==> src/rtl/irqc_pkg.sv <==
package irqc_pkg;
  localparam int WORD_W = 32;
  localparam int ARR_TYPE  = 0;
  localparam int ARR_POL   = 1;
  localparam int ARR_ROUTE = 2;
  localparam int ARR_MASK  = 3;
  localparam int NUM_ARR   = 4;
  localparam int SUMMARY_WORD = 31;
  localparam int EXT0_SUM_SHIFT = 8;

  function automatic int words_for(input int nsrc);
    return (nsrc + WORD_W - 1) / WORD_W;
  endfunction

  function automatic logic [WORD_W-1:0] valid_bits(input int nsrc, input int widx);
    logic [WORD_W-1:0] v;
    v = '0;
    for (int b = 0; b < WORD_W; b++)
      if (widx * WORD_W + b < nsrc) v[b] = 1'b1;
    return v;
  endfunction
endpackage

==> src/rtl/irqc_sync.sv <==
module irqc_sync #(
  parameter int W      = 32,
  parameter int STAGES = 2
) (
  input  logic         clk,
  input  logic         rst,
  input  logic [W-1:0] async_in,
  output logic [W-1:0] sync_out
);
  logic [W-1:0] chain_q [STAGES];

  generate
    for (genvar s = 0; s < STAGES; s++) begin : g_stage
      if (s == 0) begin : g_first
        always_ff @(posedge clk) begin
          if (rst) chain_q[0] <= '0;
          else     chain_q[0] <= async_in;
        end
      end else begin : g_next
        always_ff @(posedge clk) begin
          if (rst) chain_q[s] <= '0;
          else     chain_q[s] <= chain_q[s-1];
        end
      end
    end
  endgenerate

  assign sync_out = chain_q[STAGES-1];
endmodule

==> src/rtl/irqc_word.sv <==
module irqc_word
  import irqc_pkg::*;
#(
  parameter int WIDX    = 0,
  parameter int NUM_SRC = 224
) (
  input  logic              clk,
  input  logic              rst,
  input  logic [WORD_W-1:0] sync_in,
  input  logic [NUM_ARR-1:0] cfg_we,
  input  logic              clr_we,
  input  logic [WORD_W-1:0] wdata,
  output logic [WORD_W-1:0] type_q,
  output logic [WORD_W-1:0] pol_q,
  output logic [WORD_W-1:0] route_q,
  output logic [WORD_W-1:0] mask_q,
  output logic [WORD_W-1:0] pend_q,
  output logic [WORD_W-1:0] msk_ext0,
  output logic [WORD_W-1:0] msk_ext1
);
  localparam logic [WORD_W-1:0] VALID = valid_bits(NUM_SRC, WIDX);

  logic [WORD_W-1:0] prev_q;
  logic [WORD_W-1:0] act_now, act_prev, edge_det, clr_bits, pend_d;

  // configuration storage
  always_ff @(posedge clk) begin
    if (rst) begin
      type_q  <= VALID;
      pol_q   <= '0;
      route_q <= VALID;
      mask_q  <= '0;
    end else begin
      if (cfg_we[ARR_TYPE])  type_q  <= wdata & VALID;
      if (cfg_we[ARR_POL])   pol_q   <= wdata & VALID;
      if (cfg_we[ARR_ROUTE]) route_q <= wdata & VALID;
      if (cfg_we[ARR_MASK])  mask_q  <= wdata & VALID;
    end
  end

  // detection: both samples are seen through the current polarity,
  // so a polarity change alone never looks like a transition
  always_comb begin
    act_now  = (sync_in ^ pol_q) & VALID;
    act_prev = (prev_q  ^ pol_q) & VALID;
    edge_det = act_now & ~act_prev;
    clr_bits = clr_we ? wdata : '0;
    pend_d   = (type_q & ((pend_q & ~clr_bits) | edge_det)) |
               (~type_q & act_now);
  end

  always_ff @(posedge clk) begin
    if (rst) begin
      prev_q <= '0;
      pend_q <= '0;
    end else begin
      prev_q <= sync_in;
      pend_q <= pend_d & VALID;
    end
  end

  assign msk_ext0 = pend_q & mask_q &  route_q;
  assign msk_ext1 = pend_q & mask_q & ~route_q;

  // a detected transition on an edge source is latched
  a_r3_edge_latches: assert property (@(posedge clk) disable iff (rst)
    ((type_q & edge_det) != '0) |=>
      ((pend_q & $past(type_q & edge_det)) == $past(type_q & edge_det)));

  // cleared edge bits with no new transition go low
  a_r4_clear_drops: assert property (@(posedge clk) disable iff (rst)
    clr_we |=> ((pend_q & $past(wdata & type_q & ~edge_det)) == '0));

  // bits above NUM_SRC never hold state
  a_r1_invalid_zero: assert property (@(posedge clk) disable iff (rst)
    ((type_q | route_q | mask_q | pol_q | pend_q) & ~VALID) == '0);
endmodule

==> src/rtl/irqc_readmux.sv <==
module irqc_readmux
  import irqc_pkg::*;
#(
  parameter int NW     = 7,
  parameter int ADDR_W = 5
) (
  input  logic                       clk,
  input  logic                       rst,
  input  logic                       rd_en,
  input  logic                       bank,
  input  logic [ADDR_W-1:0]          addr,
  input  logic [NW-1:0][WORD_W-1:0]  type_w,
  input  logic [NW-1:0][WORD_W-1:0]  pol_w,
  input  logic [NW-1:0][WORD_W-1:0]  route_w,
  input  logic [NW-1:0][WORD_W-1:0]  mask_w,
  input  logic [NW-1:0][WORD_W-1:0]  m0_w,
  input  logic [NW-1:0][WORD_W-1:0]  m1_w,
  output logic [WORD_W-1:0]          rdata
);
  localparam logic [WORD_W-1:0] SUM_USED =
    ((WORD_W'(1) << NW) - 1) | (((WORD_W'(1) << NW) - 1) << EXT0_SUM_SHIFT);

  logic [WORD_W-1:0] summary, rd_d;

  always_comb begin
    summary = '0;
    for (int w = 0; w < NW; w++) begin
      summary[w]                  = |m1_w[w];
      summary[EXT0_SUM_SHIFT + w] = |m0_w[w];
    end
  end

  always_comb begin
    rd_d = '0;
    if (!bank) begin
      for (int w = 0; w < NW; w++) begin
        if (addr == ADDR_W'(ARR_TYPE  * NW + w)) rd_d = type_w[w];
        if (addr == ADDR_W'(ARR_POL   * NW + w)) rd_d = pol_w[w];
        if (addr == ADDR_W'(ARR_ROUTE * NW + w)) rd_d = route_w[w];
        if (addr == ADDR_W'(ARR_MASK  * NW + w)) rd_d = mask_w[w];
      end
    end else begin
      // words 0..NW-1 are the write-only clear array
      for (int w = 0; w < NW; w++) begin
        if (addr == ADDR_W'(NW + w))     rd_d = m1_w[w];
        if (addr == ADDR_W'(2 * NW + w)) rd_d = m0_w[w];
      end
      if (addr == ADDR_W'(SUMMARY_WORD)) rd_d = summary;
    end
  end

  always_ff @(posedge clk) begin
    if (rst)        rdata <= '0;
    else if (rd_en) rdata <= rd_d;
  end

  // the clear array reads back as zero
  a_r9_clear_reads_zero: assert property (@(posedge clk) disable iff (rst)
    (rd_en && bank && (addr < ADDR_W'(NW))) |=> (rdata == '0));

  // summary bits outside the two flag fields stay zero
  a_r7_summary_reserved: assert property (@(posedge clk) disable iff (rst)
    (rd_en && bank && (addr == ADDR_W'(SUMMARY_WORD))) |=> ((rdata & ~SUM_USED) == '0));
endmodule

==> src/rtl/dual_irq_ctrl.sv <==
module dual_irq_ctrl
  import irqc_pkg::*;
#(
  parameter int NUM_SRC     = 224,
  parameter int SYNC_STAGES = 2,
  parameter int ADDR_W      = 5
) (
  input  logic               clk,
  input  logic               rst,
  input  logic [NUM_SRC-1:0] src_in,
  input  logic               bus_en,
  input  logic               bus_we,
  input  logic               bus_bank,
  input  logic [ADDR_W-1:0]  bus_addr,
  input  logic [31:0]        bus_wdata,
  output logic [31:0]        bus_rdata,
  output logic               irq_ext0,
  output logic               irq_ext1
);
  localparam int NW    = words_for(NUM_SRC);
  localparam int PAD_W = NW * WORD_W;

  logic [PAD_W-1:0]            src_pad, src_sync;
  logic [NW-1:0][WORD_W-1:0]   type_w, pol_w, route_w, mask_w, pend_w, m0_w, m1_w;
  logic                        wr_cfg, wr_b1, rd_req;

  assign src_pad = PAD_W'(src_in);
  assign wr_cfg  = bus_en &  bus_we & ~bus_bank;
  assign wr_b1   = bus_en &  bus_we &  bus_bank;
  assign rd_req  = bus_en & ~bus_we;

  irqc_sync #(.W(PAD_W), .STAGES(SYNC_STAGES)) u_sync (
    .clk      (clk),
    .rst      (rst),
    .async_in (src_pad),
    .sync_out (src_sync)
  );

  generate
    for (genvar w = 0; w < NW; w++) begin : g_word
      logic [NUM_ARR-1:0] cfg_we;
      logic               clr_we;

      for (genvar a = 0; a < NUM_ARR; a++) begin : g_dec
        assign cfg_we[a] = wr_cfg && (bus_addr == ADDR_W'(a * NW + w));
      end
      assign clr_we = wr_b1 && (bus_addr == ADDR_W'(w));

      irqc_word #(.WIDX(w), .NUM_SRC(NUM_SRC)) u_word (
        .clk      (clk),
        .rst      (rst),
        .sync_in  (src_sync[w*WORD_W +: WORD_W]),
        .cfg_we   (cfg_we),
        .clr_we   (clr_we),
        .wdata    (bus_wdata),
        .type_q   (type_w[w]),
        .pol_q    (pol_w[w]),
        .route_q  (route_w[w]),
        .mask_q   (mask_w[w]),
        .pend_q   (pend_w[w]),
        .msk_ext0 (m0_w[w]),
        .msk_ext1 (m1_w[w])
      );
    end
  endgenerate

  irqc_readmux #(.NW(NW), .ADDR_W(ADDR_W)) u_rd (
    .clk     (clk),
    .rst     (rst),
    .rd_en   (rd_req),
    .bank    (bus_bank),
    .addr    (bus_addr),
    .type_w  (type_w),
    .pol_w   (pol_w),
    .route_w (route_w),
    .mask_w  (mask_w),
    .m0_w    (m0_w),
    .m1_w    (m1_w),
    .rdata   (bus_rdata)
  );

  always_ff @(posedge clk) begin
    if (rst) begin
      irq_ext0 <= 1'b0;
      irq_ext1 <= 1'b0;
    end else begin
      irq_ext0 <= |m0_w;
      irq_ext1 <= |m1_w;
    end
  end

  // outputs are low right after reset
  a_r2_reset_quiet: assert property (@(posedge clk)
    rst |=> (!irq_ext0 && !irq_ext1));

  // with every enable bit clear, neither output can rise
  a_r6_all_masked: assert property (@(posedge clk) disable iff (rst)
    (mask_w == '0) |=> (!irq_ext0 && !irq_ext1));

  // an output only rises when something was pending
  a_r8_needs_pending: assert property (@(posedge clk) disable iff (rst)
    $rose(irq_ext0) |-> ($past(pend_w) != '0));
endmodule

==> config.mk <==
export PLATFORM = sky130hd
export DESIGN_NAME = dual_irq_ctrl
export DESIGN_NICKNAME = d
export VERILOG_FILES = /design/src/rtl/irqc_pkg.sv /design/src/rtl/irqc_sync.sv /design/src/rtl/irqc_word.sv /design/src/rtl/irqc_readmux.sv /design/src/rtl/dual_irq_ctrl.sv
export SDC_FILE = /design/constraint.sdc
export NUM_CORES = 2
export LEC_CHECK = 0
export BUFFER_PORTS_ARGS = -buffer_cell sky130_fd_sc_hd__buf_2
export CAP_MARGIN = 20
export CELL_PAD_IN_SITES_DETAIL_PLACEMENT = 1
export CELL_PAD_IN_SITES_GLOBAL_PLACEMENT = 1
export CORE_MARGIN = 3
export CORE_UTILIZATION = 50
export CTS_CLUSTER_SIZE = 25
export DETAILED_ROUTE_END_ITERATION = 10
export PLACE_DENSITY = 0.87
export SETUP_SLACK_MARGIN = 0.2
export SLEW_MARGIN = 20
export SYNTH_ARGS = -nofsm -noshare
export SYNTH_HDL_FRONTEND = slang
export SYNTH_SLANG_ARGS = --single-unit
==> constraint.sdc <==
create_clock -name clk -period 3.5 [get_ports clk]
set_input_delay 0.525 -clock clk [delete_from_list [all_inputs] [get_ports clk]]
set_output_delay 0.525 -clock clk [all_outputs]
set_load 0.02 [all_outputs]
==> flow_summary.yaml, run 1 <==
place:
  dpl_worst_slack_ns: -0.159
  gp_congestion: 1.50
  dp_hpwl_um: 326000
  numPortBuffers: 299
die:
  io_pins: 300
  die_w_um: 405
  initial_core_util: 0.506
  die_h_um: 405
  rows: 145
grt:
  grt_pass1_wl_um: 740000
  grt_pass1_vias: 101000
  grt_max_degree: 215
  grt_use_total: 0.624
  overflow: 2
status:
  stop_stage: "global routing (5_1_grt)"
  status: "stopped before the end"
  error: "[ERROR GRT-0116] Global routing finished with congestion. Check the congestion regions in the DRC Viewer."
synthesis:
  avgSynthCellArea_um2: 7.93
  synth_cell_type_count: 90
  syn_area_mm2: 0.0795
  ys_seq_area_frac: 0.460
  synthArstFlopShare: 0
  synth.ff_latch_count: 1826
  synth_edf_count: 0
  synth-main-ff-cell: "dfxtp_1"
  synth-warning-count: 0
  synthCells: 10000
  syn-num-nets: 10300
cts:
  post_cts_buffers: 0
  cts_buffers: 186
  clkSinkCount: 1826
  h-tree-depth: 4
  clockBufferDepth: 3
  clockRootBuffer: "clkbuf_16"
metal layers:
metal	overflow	GRT usage
met2	1	0.782
met5	0	0.366
met4	1	0.550
met3	0	0.500
met1	0	0.622
cells by family after synthesis:
| logic type | count (synthesis) | synth area share |
|---|---|---|
| simple gates | 4642 | 0.270 |
| compound gates | 2261 | 0.173 |
| flops | 1826 | 0.460 |
| buf+inv | 786 | 0.0401 |
| xor+xnor | 454 | 0.0500 |
| mux | 55 | 0.00692 |
through the flow:
| step | hold slack [ns] | util | area, µm² | instances |
|---|---|---|---|---|
| after detailed placement | 0.426 | 0.538 | 84600 | 12000 |
| after global placement | 0.418 | 0.538 | 84600 | 12000 |
| after floorplan | 0.414 | - | 79500 | 10000 |
| after CTS | 0.0232 | 0.593 | 93200 | 12600 |
synthesized netlist by cell type, types with 14 or more instances:
cell type | count | area share
a221o_1 | 17 | 0.0021
buf_2 | 129 | 0.0081
o2111ai_1 | 31 | 0.0034
o31ai_1 | 17 | 0.0016
nand2b_1 | 19 | 0.0015
nand2_1 | 2226 | 0.11
o221ai_1 | 45 | 0.0050
o22ai_1 | 204 | 0.016
a21oi_1 | 899 | 0.057
buf_4 | 15 | 0.0014
clkbuf_1 | 605 | 0.029
nor2_1 | 437 | 0.021
nand3_1 | 757 | 0.048
xnor2_1 | 229 | 0.025
o211ai_1 | 43 | 0.0041
buf_1 | 27 | 0.0013
nor3_1 | 155 | 0.0098
a221oi_1 | 59 | 0.0065
xor2_1 | 225 | 0.025
nand4_1 | 90 | 0.0071
nor2b_1 | 688 | 0.054
dfxtp_1 | 1826 | 0.46
a31oi_1 | 267 | 0.021
nor4_1 | 48 | 0.0038
a222oi_1 | 26 | 0.0033
a22oi_1 | 63 | 0.0059
or3_1 | 35 | 0.0028
nand3b_1 | 67 | 0.0063
and3_1 | 35 | 0.0028
o21bai_1 | 14 | 0.0013
o21ai_0 | 356 | 0.022
a21o_1 | 21 | 0.0020
mux2i_1 | 55 | 0.0069
a211oi_1 | 26 | 0.0025
timing repair:
action                                 in CTS
gates resized for setup                     0
endpoints found under the hold margin     224
hold buffers                              224
==> run 2: changes to the inputs <==
--- a/config.mk
+++ b/config.mk
@@ -7,14 +7,10 @@
 export LEC_CHECK = 0
 export BUFFER_PORTS_ARGS = -buffer_cell sky130_fd_sc_hd__buf_2
 export CAP_MARGIN = 20
-export CELL_PAD_IN_SITES_DETAIL_PLACEMENT = 1
-export CELL_PAD_IN_SITES_GLOBAL_PLACEMENT = 1
 export CORE_MARGIN = 3
-export CORE_UTILIZATION = 50
-export CTS_CLUSTER_SIZE = 25
+export CORE_UTILIZATION = 40
 export DETAILED_ROUTE_END_ITERATION = 10
-export PLACE_DENSITY = 0.87
-export SETUP_SLACK_MARGIN = 0.2
+export PLACE_DENSITY_LB_ADDON = 0.15
 export SLEW_MARGIN = 20
 export SYNTH_ARGS = -nofsm -noshare
 export SYNTH_HDL_FRONTEND = slang
==> flow_summary.yaml, run 2 <==
worst_setup_path:
  cp_max_fo: 14
  start_kind: "input port"
  r2r_end: "u_rd.rdata[14]$_SDFFE_PP0P_"
  worstSetupPathType: "in2reg"
  cp-end-kind: "register"
  cp.required_ns: 4.35
  r2r-start: "g_word[0].u_word.route_q[14]$_SDFFE_PP1P_"
  cp.arrival_ns: 4.47
  r2r_slack_ns: 0.37
  r2r_cells: 6
synthesis:
  synthArstFlopShare: 0
  synthCells: 10000
  synth_top_area_frac: 0.460
  syn-num-nets: 10300
  avgSynthCellArea_um2: 7.93
  syn_area_mm2: 0.0795
  synth_cell_type_count: 90
  synth-main-ff-cell: "dfxtp_1"
  netlist_top_cells_area: "dfxtp_1 46%, nand2_1 11%, a21oi_1 5.7%"
  synth-warning-count: 0
  ys_seq_area_frac: 0.460
  yosys-top-cells-count: "2226 x nand2_1, 1826 x dfxtp_1, 899 x a21oi_1"
  synth_edf_count: 0
  synth.ff_latch_count: 1826
  yosysMostFrequentCell: "nand2_1"
  synth_top_area_cell: "dfxtp_1"
layout:
  syn_to_final_growth_pct: 27.0
  drive_gt1_frac: 0.170
  final_common_cell: "nand2_1"
  largest_register_ff_count: 448
  final_util: 0.512
  multiInputGateArea_mm2: 0.0400
  fillers: 18300
  seq_area_mm2: 0.0366
  top_register: "u_sync.chain_q"
  layout_common_cells: "2222 x nand2_1, 1826 x dfxtp_1, 1080 x buf_4, 899 x a21oi_1, 756 x nand3_1"
  nets: 11400
  design_area_mm2: 0.101
worst_hold_path:
  min_path_cells: 3
  holdPathEnd: "g_word[1].u_word.pol_q[9]$_SDFFE_PP0P_"
  hold_start: "bus_wdata[9]"
  min_path_type: "in2reg"
cts:
  h-tree-depth: 4
  cts_tree: "done"
  clk_latency_ns: 0.90
  post_cts_buffers: 0
  cts_buffers: 184
  clockBufferDepth: 3
  clkSinkCount: 1826
  clockRootBuffer: "clkbuf_16"
  clkSlewWorstSetupHoldPaths_ns: 0.07
place:
  placed_cell_area_mm2: 0.0920
  dp_hpwl_um: 405000
  numPortBuffers: 299
  gp_congestion: 1.13
power:
  total_power_mw: 48.0
  power.density_mw_per_mm2: 475
  power.leakage_nw: 39.6
  ir_drop_mv: 0.526
die:
  core_mm2: 0.197
  initial_core_util: 0.403
  dieArea_mm2: 0.204
  die_w_um: 452
  rows: 163
  io_pins: 300
  die_h_um: 452
status:
  violations: "setup timing"
  status: "finished, violations left"
routing:
  first_pass_iters: 9
  wl_per_cell_um: 37.9
  routed_wl_um: 529000
  ant_nets: 0
  drc: 0
  via_count: 89400
  via_per_inst: 6.39
  drt_iter0_markers: 17300
sta:
  clock.fmax_mhz: 277
  setup_ws_ns: -0.115
  finalMaxSlewViolations: 0
  period_share: 1.03
  tightest_slew_ns: 1.21
  setup_violations: 3
  min_period_ns: 3.61
  finalHoldViolCount: 0
  rsz0062_at_grt: "no"
  finClkSkew_ns: 0.0521
  slew_headroom: 0.196
grt:
  overflow: 0
  grt_antenna_before_repair: 87
  grt_pass1_wl_um: 701000
  grt_pass1_vias: 81300
  grt_use_total: 0.498
  grt_max_degree: 208
flow_run:
  cap_violations: 0
## run 2: cell counts after synthesis
No cell type changed its count.
## run 2: layout make-up
| type | count | area share |
|---|---|---|
| Clock buffer | 262 | 0.0536 |
| Antenna cell | 41 | 0.00102 |
| Inverter | 6 | 0.000297 |
| Clock inverter | 85 | 0.0120 |
| Tap cell | 2640 | 0.0327 |
| Multi-Input combinational cell | 7412 | 0.396 |
| Sequential cell | 1826 | 0.362 |
| Timing Repair Buffer | 1712 | 0.142 |
## run 2: cells by family (layout without fill, tap and decap cells)
logic type / count (synthesis) / in the layout / synth area share
other: 0 / 41 / 0
buffers and inverters: 786 / 2065 / 0.0401
XOR/XNOR: 454 / 454 / 0.0500
AND/OR/NAND/NOR: 4642 / 4642 / 0.270
AO/OA/AOI/OAI: 2261 / 2261 / 0.173
flip-flops: 1826 / 1826 / 0.460
multiplexers: 55 / 55 / 0.00692
## run 2: layer usage
metal | GRT usage | routed length [µm] | up-vias
li1 | - | - | 37000
met4 | 0.294 | 39200 | 44
met5 | 0 | 301 | -
met2 | 0.694 | 209000 | 7270
met1 | 0.668 | 210000 | 43500
met3 | 0.161 | 70800 | 1554
## run 2: how the worst max path moves through the flow
| stage | slack, ns | endpoint | start | cells after the start |
|---|---|---|---|---|
| after global routing | 0.09 | u_rd.rdata[14]$_SDFFE_PP0P_ | bus_addr[1] | 11 |
| after CTS | 0.03 | u_rd.rdata[14]$_SDFFE_PP0P_ | bus_addr[3] | 12 |
| after global placement | -1.52 | u_rd.rdata[17]$_SDFFE_PP0P_ | bus_addr[3] | 14 |
| final | -0.11 | u_rd.rdata[14]$_SDFFE_PP0P_ | bus_addr[1] | 11 |
| after detailed placement | -0.90 | u_rd.rdata[14]$_SDFFE_PP0P_ | bus_addr[3] | 12 |
| after floorplan | 0.96 | u_rd.rdata[28]$_SDFFE_PP0P_ | bus_addr[4] | 11 |
## run 2: power by group
group | leakage [nW] | switching, mW | internal (mW)
Combinational | 21.5 | 3.02 | 1.63
Clock | 3.23 | 9.18 | 12.3
Sequential | 14.9 | 0.573 | 21.3
## run 2: what timing repair did
item                      in CTS  in global routing
hold endpoints to repair     226                  0
gates resized for setup        0                  0
hold buffers                 224                  0
## run 2: per-stage QoR
| stage | hold slack (ns) | cells | TNS (ns) | setup WS (ns) |
|---|---|---|---|---|
| finish | 0.0315 | 14000 | -0.190 | -0.115 |
| global placement | 0.415 | 13400 | -9.92 | -1.52 |
| detailed placement | 0.421 | 13400 | -8.82 | -0.901 |
| global route | -0.00540 | 13900 | 0 | 0.0852 |
| floorplan | 0.414 | 10000 | 0 | 0.960 |
| CTS | 0.00633 | 13900 | 0 | 0.0323 |
## run 2: critical path, stage by stage
cell	delay [ns]
buf_2	0.24
buf_4	0.23
or3_1	0.44
nor2_1	0.36
buf_12	0.16
buf_12	0.15
a221o_1	0.22
o221ai_1	0.49
a211o_1	0.56
a31oi_1	0.77
o211a_1	0.26
Note: power is estimated with default switching activity, not from simulation.
